<file path="config.mk">
export PLATFORM = sky130hd
export DESIGN_NAME = rtc_alarm_update_engine
export DESIGN_NICKNAME = d
export VERILOG_FILES = /design/src/rtl/rtc_engine_pkg.sv /design/src/rtl/rtc_divider.sv /design/src/rtl/rtc_timekeep.sv /design/src/rtl/rtc_alarm_cmp.sv /design/src/rtl/rtc_alarm_update_engine.sv
export SDC_FILE = /design/constraint.sdc
export NUM_CORES = 1
export LEC_CHECK = 0
export ABC_AREA = 1
export CORE_MARGIN = 4
export CORE_UTILIZATION = 49
export DETAILED_ROUTE_END_ITERATION = 16
export GPL_ROUTABILITY_DRIVEN = 1
export PLACE_DENSITY = 0.66
export SETUP_SLACK_MARGIN = 0.2
export SYNTH_ARGS = -nofsm -noshare
export SYNTH_HDL_FRONTEND = slang
export SYNTH_SLANG_ARGS = --single-unit
export TNS_END_PERCENT = 100
</file>
<file path="constraint.sdc">
create_clock -name clk -period 6.8 [get_ports clk]
set_input_delay 1.02 -clock clk [delete_from_list [all_inputs] [get_ports clk]]
set_output_delay 1.02 -clock clk [all_outputs]
set_load 0.02 [all_outputs]
</file>
<file path="src/rtl/rtc_engine_pkg.sv">
`timescale 1ns/1ps
package rtc_engine_pkg;

  localparam logic [2:0] SEL_TIME_BASE  = 3'd0;
  localparam logic [2:0] SEL_ALARM_BASE = 3'd4;
  localparam int         NUM_FIELDS     = 3;
  localparam logic [6:0] MINSEC_LIMIT   = 7'd60;
  localparam logic [6:0] LAST_HOUR      = 7'd23;

  // Field byte to its numeric value.
  function automatic logic [6:0] byte_to_val(input logic [7:0] b, input logic binary);
    logic [6:0] tens;
    tens = {3'b000, b[7:4]};
    if (binary) return b[6:0];
    return 7'((tens * 7'd10) + {3'b000, b[3:0]});
  endfunction

  // Numeric value to a field byte.
  function automatic logic [7:0] val_to_byte(input logic [6:0] v, input logic binary);
    if (binary) return {1'b0, v};
    return {4'(v / 7'd10), 4'(v % 7'd10)};
  endfunction

  // Hours byte to an hour 0..23.
  function automatic logic [6:0] hour_to_val(input logic [7:0] b, input logic binary,
                                             input logic h24);
    logic [6:0] v;
    if (h24) return byte_to_val(b, binary);
    v = byte_to_val({1'b0, b[6:0]}, binary);
    return 7'(v % 7'd12) + (b[7] ? 7'd12 : 7'd0);
  endfunction

  // Hour 0..23 to an hours byte.
  function automatic logic [7:0] val_to_hour(input logic [6:0] v, input logic binary,
                                             input logic h24);
    logic [6:0] d;
    if (h24) return val_to_byte(v, binary);
    d = 7'(v % 7'd12);
    if (d == 7'd0) d = 7'd12;
    return val_to_byte(d, binary) | {(v >= 7'd12), 7'b0};
  endfunction

  // Seconds/minutes step: {carry, next byte}.
  function automatic logic [8:0] field_step(input logic [7:0] b, input logic binary,
                                            input logic [6:0] lim);
    logic [6:0] v;
    v = byte_to_val(b, binary);
    if (v + 7'd1 >= lim) return {1'b1, val_to_byte(7'd0, binary)};
    return {1'b0, val_to_byte(v + 7'd1, binary)};
  endfunction

  function automatic logic [7:0] hour_step(input logic [7:0] b, input logic binary,
                                           input logic h24);
    logic [6:0] v;
    v = hour_to_val(b, binary, h24);
    v = (v >= LAST_HOUR) ? 7'd0 : v + 7'd1;
    return val_to_hour(v, binary, h24);
  endfunction

  // Top two bits both set: the alarm byte matches anything.
  function automatic logic alarm_field_hit(input logic [7:0] a, input logic [7:0] t);
    return (a[7:6] == 2'b11) || (a == t);
  endfunction

endpackage

</file>
<file path="src/rtl/rtc_divider.sv">
`timescale 1ns/1ps
module rtc_divider #(
  parameter int TICKS_PER_SEC = 32768,
  parameter int UIP_TICKS     = 8
) (
  input  logic clk,
  input  logic rst_n,
  input  logic tick_i,
  input  logic hold_i,
  input  logic set_i,
  output logic upd_o,
  output logic uip_o
);
  localparam int             CW        = $clog2(TICKS_PER_SEC);
  localparam logic [CW-1:0]  LAST_PH   = CW'(TICKS_PER_SEC - 1);
  localparam logic [CW-1:0]  HALF_PH   = CW'(TICKS_PER_SEC / 2);
  localparam logic [CW-1:0]  UIP_START = CW'(TICKS_PER_SEC - UIP_TICKS);

  logic [CW-1:0] ph_q;
  logic          at_last;

  assign at_last = (ph_q == LAST_PH);

  // A hold parks the phase at mid-second, so release leads to an update half a second later.
  always_ff @(posedge clk or negedge rst_n) begin
    if (!rst_n)      ph_q <= '0;
    else if (hold_i) ph_q <= HALF_PH;
    else if (tick_i) ph_q <= at_last ? '0 : ph_q + 1'b1;
  end

  assign upd_o = tick_i & ~hold_i & ~set_i & at_last;
  assign uip_o = ~hold_i & ~set_i & (ph_q >= UIP_START);
endmodule

</file>
<file path="src/rtl/rtc_timekeep.sv">
`timescale 1ns/1ps
module rtc_timekeep
  import rtc_engine_pkg::*;
(
  input  logic       clk,
  input  logic       rst_n,
  input  logic       upd_i,
  input  logic       bin_i,
  input  logic       h24_i,
  input  logic       wr_en_i,
  input  logic [2:0] wr_sel_i,
  input  logic [7:0] wr_data_i,
  output logic [7:0] sec_o,
  output logic [7:0] min_o,
  output logic [7:0] hour_o,
  output logic [7:0] sec_d_o,
  output logic [7:0] min_d_o,
  output logic [7:0] hour_d_o
);
  logic [7:0]            cur   [NUM_FIELDS];
  logic [7:0]            nxt   [NUM_FIELDS];
  logic [7:0]            stepd [NUM_FIELDS];
  logic [NUM_FIELDS-1:0] carry;

  assign carry[0] = upd_i;

  // Seconds and minutes share the 60-wrap step and ripple a carry.
  for (genvar i = 0; i < NUM_FIELDS - 1; i++) begin : g_minsec
    logic [8:0] r;
    assign r          = field_step(cur[i], bin_i, MINSEC_LIMIT);
    assign stepd[i]   = r[7:0];
    assign carry[i+1] = carry[i] & r[8];
  end
  assign stepd[NUM_FIELDS-1] = hour_step(cur[NUM_FIELDS-1], bin_i, h24_i);

  for (genvar i = 0; i < NUM_FIELDS; i++) begin : g_fld
    logic [7:0] q;
    always_comb begin
      if (wr_en_i && wr_sel_i == SEL_TIME_BASE + 3'(i)) nxt[i] = wr_data_i;
      else if (carry[i])                                nxt[i] = stepd[i];
      else                                              nxt[i] = q;
    end
    always_ff @(posedge clk or negedge rst_n) begin
      if (!rst_n) q <= '0;
      else        q <= nxt[i];
    end
    assign cur[i] = q;
  end

  assign sec_o    = cur[0];
  assign min_o    = cur[1];
  assign hour_o   = cur[2];
  assign sec_d_o  = nxt[0];
  assign min_d_o  = nxt[1];
  assign hour_d_o = nxt[2];
endmodule

</file>
<file path="src/rtl/rtc_alarm_cmp.sv">
`timescale 1ns/1ps
module rtc_alarm_cmp
  import rtc_engine_pkg::*;
(
  input  logic       clk,
  input  logic       rst_n,
  input  logic       wr_en_i,
  input  logic [2:0] wr_sel_i,
  input  logic [7:0] wr_data_i,
  input  logic [7:0] t_sec_i,
  input  logic [7:0] t_min_i,
  input  logic [7:0] t_hour_i,
  output logic       hit_o
);
  logic [7:0]            tval [NUM_FIELDS];
  logic [NUM_FIELDS-1:0] hit_v;

  assign tval[0] = t_sec_i;
  assign tval[1] = t_min_i;
  assign tval[2] = t_hour_i;

  for (genvar i = 0; i < NUM_FIELDS; i++) begin : g_alm
    logic [7:0] q;
    always_ff @(posedge clk or negedge rst_n) begin
      if (!rst_n) q <= '0;
      else if (wr_en_i && wr_sel_i == SEL_ALARM_BASE + 3'(i)) q <= wr_data_i;
    end
    assign hit_v[i] = alarm_field_hit(q, tval[i]);
  end

  assign hit_o = &hit_v;
endmodule

</file>
<file path="src/rtl/rtc_alarm_update_engine.sv">
`timescale 1ns/1ps
module rtc_alarm_update_engine #(
  parameter int TICKS_PER_SEC = 32768,
  parameter int UIP_TICKS     = 8
) (
  input  logic       clk,
  input  logic       rst_n,
  input  logic       tick_i,
  input  logic       set_mode_i,
  input  logic       bin_mode_i,
  input  logic       h24_mode_i,
  input  logic       div_hold_i,
  input  logic       upd_irq_en_i,
  input  logic       wr_en_i,
  input  logic [2:0] wr_sel_i,
  input  logic [7:0] wr_data_i,
  output logic [7:0] sec_o,
  output logic [7:0] min_o,
  output logic [7:0] hour_o,
  output logic       uip_o,
  output logic       uf_pulse_o,
  output logic       af_pulse_o,
  output logic       upd_irq_en_o
);
  logic       upd_evt;
  logic       alarm_hit;
  logic [7:0] sec_d, min_d, hour_d;

  rtc_divider #(.TICKS_PER_SEC(TICKS_PER_SEC), .UIP_TICKS(UIP_TICKS)) u_div (
    .clk(clk), .rst_n(rst_n), .tick_i(tick_i), .hold_i(div_hold_i),
    .set_i(set_mode_i), .upd_o(upd_evt), .uip_o(uip_o));

  rtc_timekeep u_time (
    .clk(clk), .rst_n(rst_n), .upd_i(upd_evt), .bin_i(bin_mode_i), .h24_i(h24_mode_i),
    .wr_en_i(wr_en_i), .wr_sel_i(wr_sel_i), .wr_data_i(wr_data_i),
    .sec_o(sec_o), .min_o(min_o), .hour_o(hour_o),
    .sec_d_o(sec_d), .min_d_o(min_d), .hour_d_o(hour_d));

  // The alarm compares against the time value being loaded at this edge.
  rtc_alarm_cmp u_alm (
    .clk(clk), .rst_n(rst_n), .wr_en_i(wr_en_i), .wr_sel_i(wr_sel_i),
    .wr_data_i(wr_data_i), .t_sec_i(sec_d), .t_min_i(min_d), .t_hour_i(hour_d),
    .hit_o(alarm_hit));

  always_ff @(posedge clk or negedge rst_n) begin
    if (!rst_n) begin
      uf_pulse_o <= 1'b0;
      af_pulse_o <= 1'b0;
    end else begin
      uf_pulse_o <= upd_evt;
      af_pulse_o <= upd_evt & alarm_hit;
    end
  end

  assign upd_irq_en_o = upd_irq_en_i & ~set_mode_i;
endmodule

</file>
==> results.sh <==
export IMPL_dpl_worst_slack_ns=0.407
export IMPL_port_buffers=47
export IMPL_fp_coreArea_um2=12200
export IMPL_cts_tree="yes"
export IMPL_clockPowerShare_pct=18.8
export IMPL_die_height_um=120
export IMPL_synthCells=959
export IMPL_drc=0
export IMPL_pwr_share_seq_pct=18.6
export IMPL_synth_avg_cell_area_um2=6.46
export IMPL_finClkSkew_ns=0.00479
export IMPL_cp_required_ns=7.06
export IMPL_max_cap_viol_count=0
export IMPL_synth_top_area_share_pct=26.3
export IMPL_slew_headroom_pct=45.5
export IMPL_htreeDepth=3
export IMPL_drive_above_1_share_pct=10.7
export IMPL_synth_edff_count=0
export IMPL_post_synth_top_count_cell="nand2_1"
export IMPL_place_congestion=0.884
export IMPL_boundaryPins=48
export IMPL_synth_common_cells="313 x nand2_1, 126 x inv_1, 80 x nand3_1, 74 x nor2_1, 65 x dfrtp_1"
export IMPL_ff_latch_area_um2=1630
export IMPL_yosysWarnings=0
export IMPL_grt_pass1_wl_mm=26.2
export IMPL_fillers=1215
export IMPL_critPathMostFrequentCell="nand2_1"
export IMPL_cts_sinks=65
export IMPL_clockRootBuffer="clkbuf_16"
export IMPL_postSynth_asyncResetShare_pct=100
export IMPL_p_per_area_nw_per_um2=391
export IMPL_grt_antenna_before_repair=0
export IMPL_overflow=0
export IMPL_final_antenna_net_count=0
export IMPL_p_comb_share_pct=62.6
export IMPL_status="finished clean"
export IMPL_yosysTopAreaCell="dfrtp_1"
export IMPL_cts_buffer_depth=2
export IMPL_vias=6055
export IMPL_p_int_mw=1.50
export IMPL_diodes=0
export IMPL_hpwl_mm=11.6
export IMPL_finalPower_mw=2.85
export IMPL_ys_ff_latch=65
export IMPL_dieArea_um2=14500
export IMPL_arrival_ns=6.24
export IMPL_multi_input_area_um2=4000
export IMPL_seq_area_frac_synth_pct=26.3
export IMPL_worstHoldPathType="flip-flop to flip-flop"
export IMPL_finalHoldViolations=0
export IMPL_drtPass1Iterations=7
export IMPL_final_nets=1077
export IMPL_setup_viol=0
export IMPL_end_kind="flip-flop"
export IMPL_cp_slowest_cell="fa_1"
export IMPL_cts_buffers=9
export IMPL_grt_max_degree=66
export IMPL_worst_pin_slew_ns=0.817
export IMPL_worst_slack_ns=0.817
export IMPL_ys_flop_type="dfrtp_1"
export IMPL_switchingPower_mw=1.35
export IMPL_fmax_mhz=167
export IMPL_path_clk_slew_ns=0.06
export IMPL_tns_ns=0
export IMPL_grt_total_usage_pct=21.8
export IMPL_wirelength_mm=15.1
export IMPL_crit_type="flip-flop to flip-flop"
export IMPL_synth_distinct_cells=50
export IMPL_ir_drop_mv=0.160
export IMPL_start_util_pct=50.7
export IMPL_rsz0062_at_grt="no"
export IMPL_grt_pass1_vias=5707
export IMPL_fin_crit_sh_pct=88.0
export IMPL_synth_nets=1020
export IMPL_cts_hold_buf=0
export IMPL_p_sw_share_pct=47.3
export IMPL_cp_max_fo=7
export IMPL_netlist_top_cells_area="dfrtp_1 26%, nand2_1 19%, inv_1 7.6%"
export IMPL_die_w_um=120
export IMPL_insertion_delay_ns=0.32
export IMPL_min_period_ns=5.98
export IMPL_rows=40
export IMPL_leakage_nw=3.71
export IMPL_drtIter0Drc=320
export IMPL_vias_per_cell=5.09
export IMPL_wire_per_inst_um=12.7
export IMPL_start_kind="flip-flop"
export IMPL_cpPeakStageDelay_ns=0.49
export IMPL_area_growth_pct=17.8
export IMPL_syn_cell_area_um2=6200
export IMPL_slew_viol_final=0
[logic make-up (layout without fill, tap and decap cells)]
logic type	after synthesis	in the layout	synth area share, %
fa+ha+maj	41	41	9.13
xor+xnor	22	22	3.11
compound gates	127	127	12.1
buf+inv	159	221	10.2
simple gates	545	545	39.2
flops	65	65	26.3
[metrics by stage]
stage | cells | utilization (%) | cell area (um^2) | hold slack (ns)
floorplan | 959 | - | 6200 | 0.453
global placement | 1164 | 55.8 | 6810 | 0.466
detailed placement | 1164 | 55.8 | 6810 | 0.476
CTS | 1180 | 58.6 | 7160 | 0.489
global route | 1189 | 59.8 | 7300 | 0.510
finish | 1189 | 59.8 | 7300 | 0.486
[area by class of cell]
type                    instances  share of cell area, %
multi-input cells             735                   54.7
flip-flops and latches         65                   22.3
clock buffers                  10                   3.27
clock inverters                 6                   1.44
well taps                     168                   2.88
repair buffers                 59                   7.78
inverters                     146                   7.58
[per-layer routing]
metal / GRT usage, % / share of wire, %
met4: 4.04 / 0.97
met1: 29.6 / 48
met5: 0 / 0
met2: 37.1 / 47
met3: 3.27 / 3.9
[flip-flops by register name (all words and copies together), names as in the netlist]
name and flops:
u_div.ph_q 15, u_alm.g_alm.q 24, u_time.sec_o 8, af_pulse_o 1, u_time.min_o 8, uf_pulse_o 1
u_time.hour_o 8
[worst paths after layout]
kind	end	slack [ns]	depth (start not counted)	startpoint
worst min-delay path	u_alm.g_alm[1].q[5]	0.49	2	u_alm.g_alm[1].q[5]
max in group asynchronous	u_time.hour_o[4]	5.34	2	rst_n
worst min register to register	u_alm.g_alm[1].q[5]	0.49	2	u_alm.g_alm[1].q[5]
worst max-delay path	af_pulse_o	0.82	54	u_time.hour_o[4]
min in group asynchronous	u_div.ph_q[1]	0.87	2	rst_n
worst max register to register	af_pulse_o	0.82	54	u_time.hour_o[4]
[power by group through the flow]
stage / sequential, mW / clock (mW) / combinational [mW]
floorplan: 0.549 / 0 / 1.33
global placement: 0.538 / 0 / 1.67
detailed placement: 0.538 / 0 / 1.68
CTS: 0.533 / 0.544 / 1.69
global route: 0.544 / 0.565 / 2.05
finish: 0.531 / 0.536 / 1.79
[repair_timing]
| item | CTS | global route |
|---|---|---|
| buffers inserted | 0 | 9 |
| resized for setup | 0 | 16 |
| setup endpoints to repair | 0 | 4 |
[worst max-delay path: cells and delay by family, from the launching register on]
| family | cells | cell delay (ns) |
|---|---|---|
| AO/OA/AOI/OAI | 6 | 0.79 |
| buffers and inverters | 9 | 0.50 |
| adder cells (fa/ha/maj) | 5 | 1.37 |
| AND/OR/NAND/NOR | 32 | 2.64 |
| flip-flops | 1 | 0.42 |
| XOR/XNOR | 2 | 0.21 |
[layout by cell type, fill, tap and decap left out, drive strengths merged, types with 6 or more instances in the layout]
| cell type | instances |
|---|---|
| buf | 13 |
| a21oi | 41 |
| clkinv | 7 |
| inv | 142 |
| nor2 | 84 |
| clkdlybuf4s50 | 46 |
| clkbuf | 10 |
| ha | 34 |
| dfrtp | 65 |
| o21ai | 65 |
| fa | 7 |
| nand3b | 10 |
| xor2 | 16 |
| nor3 | 7 |
| nand3 | 90 |
| nand2 | 335 |
| xnor2 | 6 |
| nand4 | 9 |
(Power assumes the default switching activity.)
